File: config.mk
export PLATFORM = sky130hd
export DESIGN_NAME = irq_router
export DESIGN_NICKNAME = d
export VERILOG_FILES = /design/src/rtl/irq_router_pkg.sv /design/src/rtl/irq_sync.sv /design/src/rtl/irq_polarity.sv /design/src/rtl/irq_line.sv /design/src/rtl/irq_router.sv
export SDC_FILE = /design/constraint.sdc
export NUM_CORES = 1
export LEC_CHECK = 0
export ABC_CLOCK_PERIOD_IN_PS = 3390
export BUFFER_PORTS_ARGS = -buffer_cell sky130_fd_sc_hd__buf_4
export CAP_MARGIN = 20
export CORE_UTILIZATION = 55
export CTS_BUF_LIST = sky130_fd_sc_hd__clkbuf_4 sky130_fd_sc_hd__clkbuf_8
export DETAILED_ROUTE_END_ITERATION = 6
export PLACE_DENSITY = 0.82
export SYNTH_ARGS = -nofsm -noshare
export SYNTH_HDL_FRONTEND = slang
export SYNTH_SLANG_ARGS = --single-unit
File: constraint.sdc
create_clock -name clk_i -period 3.39 [get_ports clk_i]
set_clock_uncertainty 0.2 [all_clocks]
set_input_delay 0.339 -clock clk_i [delete_from_list [all_inputs] [get_ports clk_i]]
set_output_delay 0.339 -clock clk_i [all_outputs]
set_load 0.005 [all_outputs]
File: src/rtl/irq_router_pkg.sv
`timescale 1ns/1ps
package irq_router_pkg;

    // Kind of register selected by the current bus address
    typedef enum logic [1:0] {
        SEL_NONE = 2'd0,
        SEL_POL  = 2'd1,
        SEL_LINE = 2'd2
    } sel_e;

endpackage

File: src/rtl/irq_sync.sv
`timescale 1ns/1ps
// Multi-stage synchroniser for a vector of asynchronous level inputs
module irq_sync #(
    parameter int unsigned     WIDTH   = 1,
    parameter int unsigned     STAGES  = 2,
    parameter logic [WIDTH-1:0] RST_VAL = '0
) (
    input  logic             clk_i,
    input  logic             rst_ni,
    input  logic [WIDTH-1:0] d_i,
    output logic [WIDTH-1:0] q_o
);

    logic [WIDTH-1:0] stage_q [STAGES];

    always_ff @(posedge clk_i or negedge rst_ni) begin
        if (!rst_ni) begin
            for (int i = 0; i < STAGES; i++) stage_q[i] <= RST_VAL;
        end else begin
            stage_q[0] <= d_i;
            for (int i = 1; i < STAGES; i++) stage_q[i] <= stage_q[i-1];
        end
    end

    assign q_o = stage_q[STAGES-1];

    // the first stage always holds the input from the previous edge
    a_r2_first_stage: assert property (@(posedge clk_i) disable iff (!rst_ni)
        1'b1 |=> (stage_q[0] == $past(d_i)));

endmodule

File: src/rtl/irq_polarity.sv
`timescale 1ns/1ps
// Polarity register with hard-wired bits and request normalisation
module irq_polarity #(
    parameter int unsigned       NUM_SRC  = 9,
    parameter logic [NUM_SRC-1:0] FIX_MASK = '0,
    parameter logic [NUM_SRC-1:0] FIX_VAL  = '0
) (
    input  logic               clk_i,
    input  logic               rst_ni,
    input  logic               wr_i,
    input  logic [NUM_SRC-1:0] wdata_i,
    input  logic [NUM_SRC-1:0] level_i,
    output logic [NUM_SRC-1:0] pol_o,
    output logic [NUM_SRC-1:0] req_o
);

    localparam logic [NUM_SRC-1:0] CFG_MASK = ~FIX_MASK;
    localparam logic [NUM_SRC-1:0] FIX_BITS = FIX_VAL & FIX_MASK;

    logic [NUM_SRC-1:0] cfg_q;

    always_ff @(posedge clk_i or negedge rst_ni) begin
        if (!rst_ni) begin
            cfg_q <= '0;
        end else if (wr_i) begin
            cfg_q <= wdata_i & CFG_MASK;
        end
    end

    // Fixed bits override whatever software stored
    assign pol_o = (cfg_q & CFG_MASK) | FIX_BITS;
    // Active high when polarity bit is 1, active low when 0
    assign req_o = ~(level_i ^ pol_o);

    // configurable bits take the written value
    a_r3_cfg_write: assert property (@(posedge clk_i) disable iff (!rst_ni)
        wr_i |=> ((pol_o & CFG_MASK) == ($past(wdata_i) & CFG_MASK)));

    // fixed bits never move
    a_r4_fixed_hold: assert property (@(posedge clk_i) disable iff (!rst_ni)
        1'b1 |=> ((pol_o & FIX_MASK) == $past(pol_o & FIX_MASK)));

    // polarity changes only through a write
    a_r3_pol_stable: assert property (@(posedge clk_i) disable iff (!rst_ni)
        !wr_i |=> $stable(pol_o));

endmodule

File: src/rtl/irq_line.sv
`timescale 1ns/1ps
// One output line: enable field, sticky pending flags, request output
module irq_line #(
    parameter int unsigned NUM_SRC = 9
) (
    input  logic               clk_i,
    input  logic               rst_ni,
    input  logic               wr_i,
    input  logic [NUM_SRC-1:0] en_wdata_i,
    input  logic [NUM_SRC-1:0] ack_wdata_i,
    input  logic [NUM_SRC-1:0] req_i,
    output logic [NUM_SRC-1:0] en_o,
    output logic [NUM_SRC-1:0] pend_o,
    output logic               irq_o
);

    logic [NUM_SRC-1:0] en_q;
    logic [NUM_SRC-1:0] pend_q;
    logic [NUM_SRC-1:0] ack;

    assign ack = wr_i ? ack_wdata_i : '0;

    always_ff @(posedge clk_i or negedge rst_ni) begin
        if (!rst_ni) begin
            en_q <= '0;
        end else if (wr_i) begin
            en_q <= en_wdata_i;
        end
    end

    // An acknowledge wins in its own cycle; a live request re-arms on the next edge
    always_ff @(posedge clk_i or negedge rst_ni) begin
        if (!rst_ni) begin
            pend_q <= '0;
        end else begin
            pend_q <= (pend_q | req_i) & ~ack;
        end
    end

    assign en_o   = en_q;
    assign pend_o = pend_q;
    assign irq_o  = |(en_q & pend_q);

    // a write loads the enable field
    a_r5_en_load: assert property (@(posedge clk_i) disable iff (!rst_ni)
        wr_i |=> (en_q == $past(en_wdata_i)));

    // enables hold without a write
    a_r5_en_hold: assert property (@(posedge clk_i) disable iff (!rst_ni)
        !wr_i |=> $stable(en_q));

    // acknowledged flags are clear after the write edge
    a_r7_ack_clears: assert property (@(posedge clk_i) disable iff (!rst_ni)
        wr_i |=> ((pend_q & $past(ack_wdata_i)) == '0));

    // a flag drops only through an acknowledge
    a_r6_sticky: assert property (@(posedge clk_i) disable iff (!rst_ni)
        !wr_i |=> ((pend_q & $past(pend_q)) == $past(pend_q)));

    // every active request is captured when no acknowledge is written
    a_r8_rearm: assert property (@(posedge clk_i) disable iff (!rst_ni)
        !wr_i |=> ((pend_q & $past(req_i)) == $past(req_i)));

endmodule

File: src/rtl/irq_router.sv
`timescale 1ns/1ps
// Level-sensitive interrupt router: 9 sources onto 3 request lines
module irq_router #(
    parameter int unsigned        NUM_SRC     = 9,
    parameter int unsigned        NUM_LINE    = 3,
    parameter int unsigned        DATA_W      = 32,
    parameter int unsigned        ADDR_W      = 8,
    parameter int unsigned        PEND_LSB    = 16,
    parameter int unsigned        SYNC_STAGES = 2,
    parameter logic [NUM_SRC-1:0] FIX_MASK    = 9'h106,
    parameter logic [NUM_SRC-1:0] FIX_VAL     = 9'h102
) (
    input  logic                clk_i,
    input  logic                rst_ni,
    input  logic [NUM_SRC-1:0]  src_i,
    input  logic [ADDR_W-1:0]   addr_i,
    input  logic                wr_en_i,
    input  logic [DATA_W-1:0]   wdata_i,
    output logic [DATA_W-1:0]   rdata_o,
    output logic [NUM_LINE-1:0] irq_o
);

    import irq_router_pkg::*;

    localparam int unsigned        WORD_LSB = $clog2(DATA_W / 8);
    localparam int unsigned        IDX_W    = ADDR_W - WORD_LSB;
    localparam int unsigned        PEND_MSB = PEND_LSB + NUM_SRC - 1;
    // Synchronisers reset to the idle level of the reset polarity
    localparam logic [NUM_SRC-1:0] SYNC_RST = ~(FIX_VAL & FIX_MASK);

    logic [NUM_SRC-1:0]  level;
    logic [NUM_SRC-1:0]  pol;
    logic [NUM_SRC-1:0]  req;
    logic [IDX_W-1:0]    idx;
    logic                aligned;
    sel_e                sel_kind;
    logic [NUM_LINE-1:0] line_hit;
    logic [NUM_SRC-1:0]  line_en   [NUM_LINE];
    logic [NUM_SRC-1:0]  line_pend [NUM_LINE];
    logic                wdata_unused;

    assign wdata_unused = ^{wdata_i[PEND_LSB-1:NUM_SRC], wdata_i[DATA_W-1:PEND_MSB+1]};

    irq_sync #(
        .WIDTH   (NUM_SRC),
        .STAGES  (SYNC_STAGES),
        .RST_VAL (SYNC_RST)
    ) u_sync (
        .clk_i  (clk_i),
        .rst_ni (rst_ni),
        .d_i    (src_i),
        .q_o    (level)
    );

    // Address decode
    always_comb begin
        idx      = addr_i[ADDR_W-1:WORD_LSB];
        aligned  = (addr_i[WORD_LSB-1:0] == '0);
        sel_kind = SEL_NONE;
        line_hit = '0;
        if (aligned) begin
            if (idx == '0) sel_kind = SEL_POL;
            for (int l = 0; l < NUM_LINE; l++) begin
                if (idx == IDX_W'(l + 1)) begin
                    sel_kind    = SEL_LINE;
                    line_hit[l] = 1'b1;
                end
            end
        end
    end

    irq_polarity #(
        .NUM_SRC  (NUM_SRC),
        .FIX_MASK (FIX_MASK),
        .FIX_VAL  (FIX_VAL)
    ) u_pol (
        .clk_i   (clk_i),
        .rst_ni  (rst_ni),
        .wr_i    (wr_en_i && (sel_kind == SEL_POL)),
        .wdata_i (wdata_i[NUM_SRC-1:0]),
        .level_i (level),
        .pol_o   (pol),
        .req_o   (req)
    );

    for (genvar g = 0; g < NUM_LINE; g++) begin : g_line
        irq_line #(
            .NUM_SRC (NUM_SRC)
        ) u_line (
            .clk_i       (clk_i),
            .rst_ni      (rst_ni),
            .wr_i        (wr_en_i && line_hit[g]),
            .en_wdata_i  (wdata_i[NUM_SRC-1:0]),
            .ack_wdata_i (wdata_i[PEND_MSB:PEND_LSB]),
            .req_i       (req),
            .en_o        (line_en[g]),
            .pend_o      (line_pend[g]),
            .irq_o       (irq_o[g])
        );
    end

    // Read multiplexer; unused fields stay zero
    always_comb begin
        rdata_o = '0;
        unique case (sel_kind)
            SEL_POL: begin
                rdata_o[NUM_SRC-1:0] = pol;
            end
            SEL_LINE: begin
                for (int l = 0; l < NUM_LINE; l++) begin
                    if (line_hit[l]) begin
                        rdata_o[NUM_SRC-1:0]       = line_en[l];
                        rdata_o[PEND_MSB:PEND_LSB] = line_pend[l];
                    end
                end
            end
            SEL_NONE: rdata_o = '0;
            default:  rdata_o = '0;
        endcase
    end

    // at most one line register is selected per address
    a_r10_one_line: assert property (@(posedge clk_i) disable iff (!rst_ni)
        $onehot0(line_hit));

    // unaligned addresses never select a register
    a_r10_unaligned: assert property (@(posedge clk_i) disable iff (!rst_ni)
        (addr_i[WORD_LSB-1:0] != '0) |-> (rdata_o == '0));

endmodule

Yosys cells after proc, flatten, opt, wreduce, memory -nomap -nowiden --
Cells that the tools add are included. Widths: inputs -> output; s select.
Word-level totals: register bits 78, input bits 52, output and inout bits 35, logic and storage cells 57
Operators by class: eq/ne operators 5, multiplexer cells 20, bitwise operators 14, reduce and logical (&&, ||, !) cells 9
Operators with widths (count):
- $mux 9 | 10
- $and 9x9->9 | 6
- $not 9->9 | 4
- $or 9x9->9 | 3
- $reduce_or 9->1 | 3
- $pmux 9 s2 | 1
- $eq 6x2->1 const B | 2
- $xor 9x9->9 | 1
- $mux 2 | 4
- $eq 6x1->1 const B | 1
- $logic_not 6->1 | 1
- $logic_and 1x1->1 | 4
- $mux 1 | 4
- $mux 3 | 1
- $eq 2x1->1 const B | 1
- $eq 2x2->1 const B | 1
- $logic_not 2->1 | 1

Depth between registers and ports, before layout --
depth in word-level cells 8, mapped depth 7, gate-level depth less buffers 6

Cells and area by module --
From an unflattened synthesis, not the netlist that was laid out.
Second synthesis, totals: cells, all modules 307, area, all modules 3768.6 µm²
Modules (own cells, without submodules):
- irq_line | instances 3, cells each 52, area each 706.9 µm²
- irq_router | instances 1, cells each 97, area each 759.5 µm²
- irq_sync | instances 1, cells each 27, area each 535.5 µm²
- irq_polarity | instances 1, cells each 27, area each 352.8 µm²

Worst setup path after synthesis --
OpenSTA, ideal clock, no wires.
path type input port to output port, start input addr_i[1], end output rdata_o[0], arrival time 2.258 ns, required time 2.851 ns, path slack 0.593 ns, cell stages on the path 6, cell sequence or4_1 > buf_2 > or3_1 > ha_1 > nand4b_1 > o21ai_0
On the way: cells in the longest elaborated chain, start to end 6, elaborated cells on any way between the ends 9, classes of those cells eq/ne: 2; mux: 6; reduce/logical: 1
RTL lines:
- start: declaration | RTL line irq_router.sv:16 | input logic [ADDR_W-1:0] addr_i,
- $logic_not 2->1 * | RTL line irq_router.sv:58 | aligned = (addr_i[WORD_LSB-1:0] == '0);
- $mux 3 | RTL line irq_router.sv:61 | if (aligned) begin
- $mux 9 (3 in series) | RTL line irq_router.sv:111 | if (line_hit[l]) begin
- $pmux 9 s2 * | RTL line irq_router.sv:105 | unique case (sel_kind)
- end: declaration | RTL line irq_router.sv:19 | output logic [DATA_W-1:0] rdata_o,
Every way passes the cells marked *; elsewhere a longest branch is shown, timed or not.

Worst setup path after layout --
start input addr_i[1], end output rdata_o[4]
Same word-level chain as after synthesis.

==> key figures <==
Worst setup path
  • Crit-path cells: buf_4, or4_1, or3_1, ha_1, nand4b_1, buf_4, o21ai_0, buf_4
  • Crit path capture type: output port
  • Reg-to-reg startpoint: u_sync.q_o[7]$_DFF_PN1_
  • Critical Path Max Stage Delay: 0.54 ns
  • CP Launch Type: input pin
  • Worst EP arrival: 2.55 ns
  • Reg-to-reg slack, setup: 2.18 ns
  • Req. time, crit path: 2.85 ns
  • Most frequent CP cell: buf_4
  • CP max FO: 6
  • Critical path's slowest cell: or4_1
  • CP Class: input pin to output port
  • Crit path from: addr_i[1]

STA
  • Final worst slack: 0.2990 ns
  • RSZ-0062 raised after global routing: false
  • Slew Limit Headroom: 0.3539
  • Setup violations, final: 0
  • Hold Worst Slack: 0.03524 ns
  • Tightest Pin Transition: 0.9692 ns
  • Hold Fails Final Rpt: 0
  • Tcrit/Tclk final: 0.9118
  • Min Tclk post-route: 3.091 ns
  • Final Slew Violations: 0
  • Max Clock Freq: 323.5 MHz
  • Final setup TNS: 0 ns

Synthesis
  • Sequential area share after synthesis: 0.5435
  • Post-synth EDFFs: 0
  • Seq cells post-synth: 78
  • Syn Area/Cell: 12.37 µm²
  • Syn Inst Count: 293
  • Most used DFF post-synth: dfrtp_1
  • Syn. warnings: 0
  • Syn Std Cell Area: 0.003623 mm²
  • Cell variety after synth: 37
  • Fraction of registers with async set/reset: 1.000

Placement
  • Placed cells: 422
  • Placed Area: 0.004098 mm²
  • Pre-CTS setup slack: 0.3496 ns
  • Gp weighted congestion: 0.8716
  • PortBufs: 58
  • Hpwl dp: 5764 µm

Route
  • Wire per inst: 18.77 µm
  • Router iterations before antenna repair: 4
  • DR vias/cell: 5.923
  • Routed via count: 2,707
  • Drt first-iter violations: 273
  • Antenna viol nets, final: 0
  • Residual DRC: 0
  • Drt total wl: 8577 µm

Job
  • Number of max-cap violations: 0

Clock network
  • Hold_buf cts: 19
  • Latest clock arrival within the worst-skew pair: 0.34 ns
  • H-tree Lvls: 3
  • Max Root-Sink Buffers: 2
  • Clk slew on worst S/H paths: 0.08 ns
  • CTS root buf: clkbuf_8
  • Cts repair resizes: 0
  • Setup Buffers After CTS: 0
  • Clock sinks: 78
  • CTS Buf Count: 9
  • TritonCTS clock tree: built

Finish
  • Final cell count without fillers: 457
  • Area added between synthesis and finish: 24.48%
  • Final instance area: 0.004511 mm²
  • Final net count: 429
  • Fin util: 0.7103
  • N_diodes: 0
  • Fraction of layout cells with a size suffix above 1: 0.3974

Pwr
  • Pwr Total: 1.964 mW
  • Static Leak: 1.988 nW
  • Max VDD drop: 0.0004106 V
  • P per Cell Area: 435.4 mW/mm²

Global route
  • Overflow after GRT: 0
  • Antenna violations before repair: 0
  • First-pass GRT wire length: 13,920 µm
  • M1 GR Usage: 0.3777
  • GRT Total Usage: 0.2662
  • Vias in the first global route: 2,785
  • Largest net degree at the start of global routing: 79
  • Top Usage Layer GRT: met2
  • Met2 Use GR: 0.3838
  • Met3 GRT Util: 0.06561

Hold path
  • Worst Hold Launch: wdata_i[1]
  • Worst min path class: input pin to flip-flop

Floorplan
  • Die area: 0.006916 mm²
  • Core area: 0.006350 mm²
  • Chip height: 83.17 µm
  • Boundary pin count: 87
  • Row Count: 29
  • DIE WIDTH: 83.17 µm
  • Starting Density: 0.5706

Run status
  • Outcome: finished, final reports clean
path summary, 6_finish.rpt:
check / end / depth (start not counted)
min: g_line[2].u_line.en_o[1]$_DFFE_PN0N_ / 2
min reg2reg: u_sync.q_o[7]$_DFF_PN1_ / 0
max in group asynchronous: g_line[1].u_line.pend_o[7]$_DFF_PN0_ / 2
max reg2reg: g_line[2].u_line.pend_o[7]$_DFF_PN0_ / 3
max: rdata_o[4] / 8
min in group asynchronous: u_pol.cfg_q[3]$_DFFE_PN0P_ / 2
cells in the mapped netlist (6+ instances only):
cell type | n | area share
o22a_1 | 16 | 0.039
nand2_1 | 12 | 0.012
nand3_1 | 8 | 0.011
inv_1 | 6 | 0.0062
clkbuf_1 | 7 | 0.0073
dfrtp_1 | 64 | 0.44
a31oi_1 | 8 | 0.014
o21ai_0 | 7 | 0.0097
mux2_2 | 50 | 0.16
xnor2_1 | 6 | 0.015
a22oi_1 | 21 | 0.044
buf_4 | 17 | 0.035
nand3b_1 | 6 | 0.012
dfstp_2 | 14 | 0.10
nor2_1 | 19 | 0.020
logic make-up (layout without fill, tap and decap cells):
| group | Yosys count | after routing | share of synthesized area |
|---|---|---|---|
| compound gates | 65 | 65 | 0.1374 |
| xor+xnor | 6 | 6 | 0.01450 |
| fa+ha+maj | 2 | 2 | 0.006905 |
| buf+inv | 33 | 107 | 0.05214 |
| flops | 78 | 78 | 0.5435 |
| mux | 51 | 51 | 0.1585 |
| other cells | 1 | 14 | 0.001035 |
| simple gates | 57 | 57 | 0.08598 |
power by group:
part           leakage (nW)  total [mW]  switching (mW)  internal [mW]
combinational         0.988       0.204          0.0981          0.106
sequential            0.885       0.988          0.0209          0.967
clock                 0.115       0.772           0.322          0.450
final cells by class:
cell class                      instances  area, µm²
Tap cell                               77      96.34
Inverter                                6      22.52
Sequential cell                        78       1969
Clock buffer                           13      153.9
Timing Repair Buffer                   85      685.7
Multi-Input combinational cell        195       1514
Clock inverter                          3      68.82
Fill cell                             448       1839
worst max-delay path, delay by kind of cell:
family / cells / cell delay (ns)
and+or+nand+nor: 3 / 1.15
adders and majority gates: 1 / 0.32
AOI/OAI and AO/OA: 1 / 0.25
buffers and inverters: 3 / 0.48
placed cells by master, fill, tap and decap left out, types with 4 or more instances in the layout:
cell type	instances
a22oi_1	21
a31oi_1	8
buf_4	66
clkbuf_4	4
clkbuf_8	9
conb_1	14
dfrtp_1	64
dfstp_2	14
dlygate4sd3_1	19
inv_1	6
mux2_2	50
nand2_1	12
nand3_1	8
nand3b_1	6
nor2_1	19
o21ai_0	7
o22a_1	16
xnor2_1	6
flip-flops by register name (all words and copies together), names as in the netlist:
name                  cells
u_pol.cfg_q               6
u_sync.q_o                9
g_line.u_line.en_o       27
g_line.u_line.pend_o     27
u_sync.stage_q            9
layer usage:
metal,up-vias,wire [µm]
li1,1226,-
met1,1341,3777
met2,120,4001
met3,20,592
met4,0,206
met5,-,0
No activity file was read; power rests on OpenSTA's default activity.
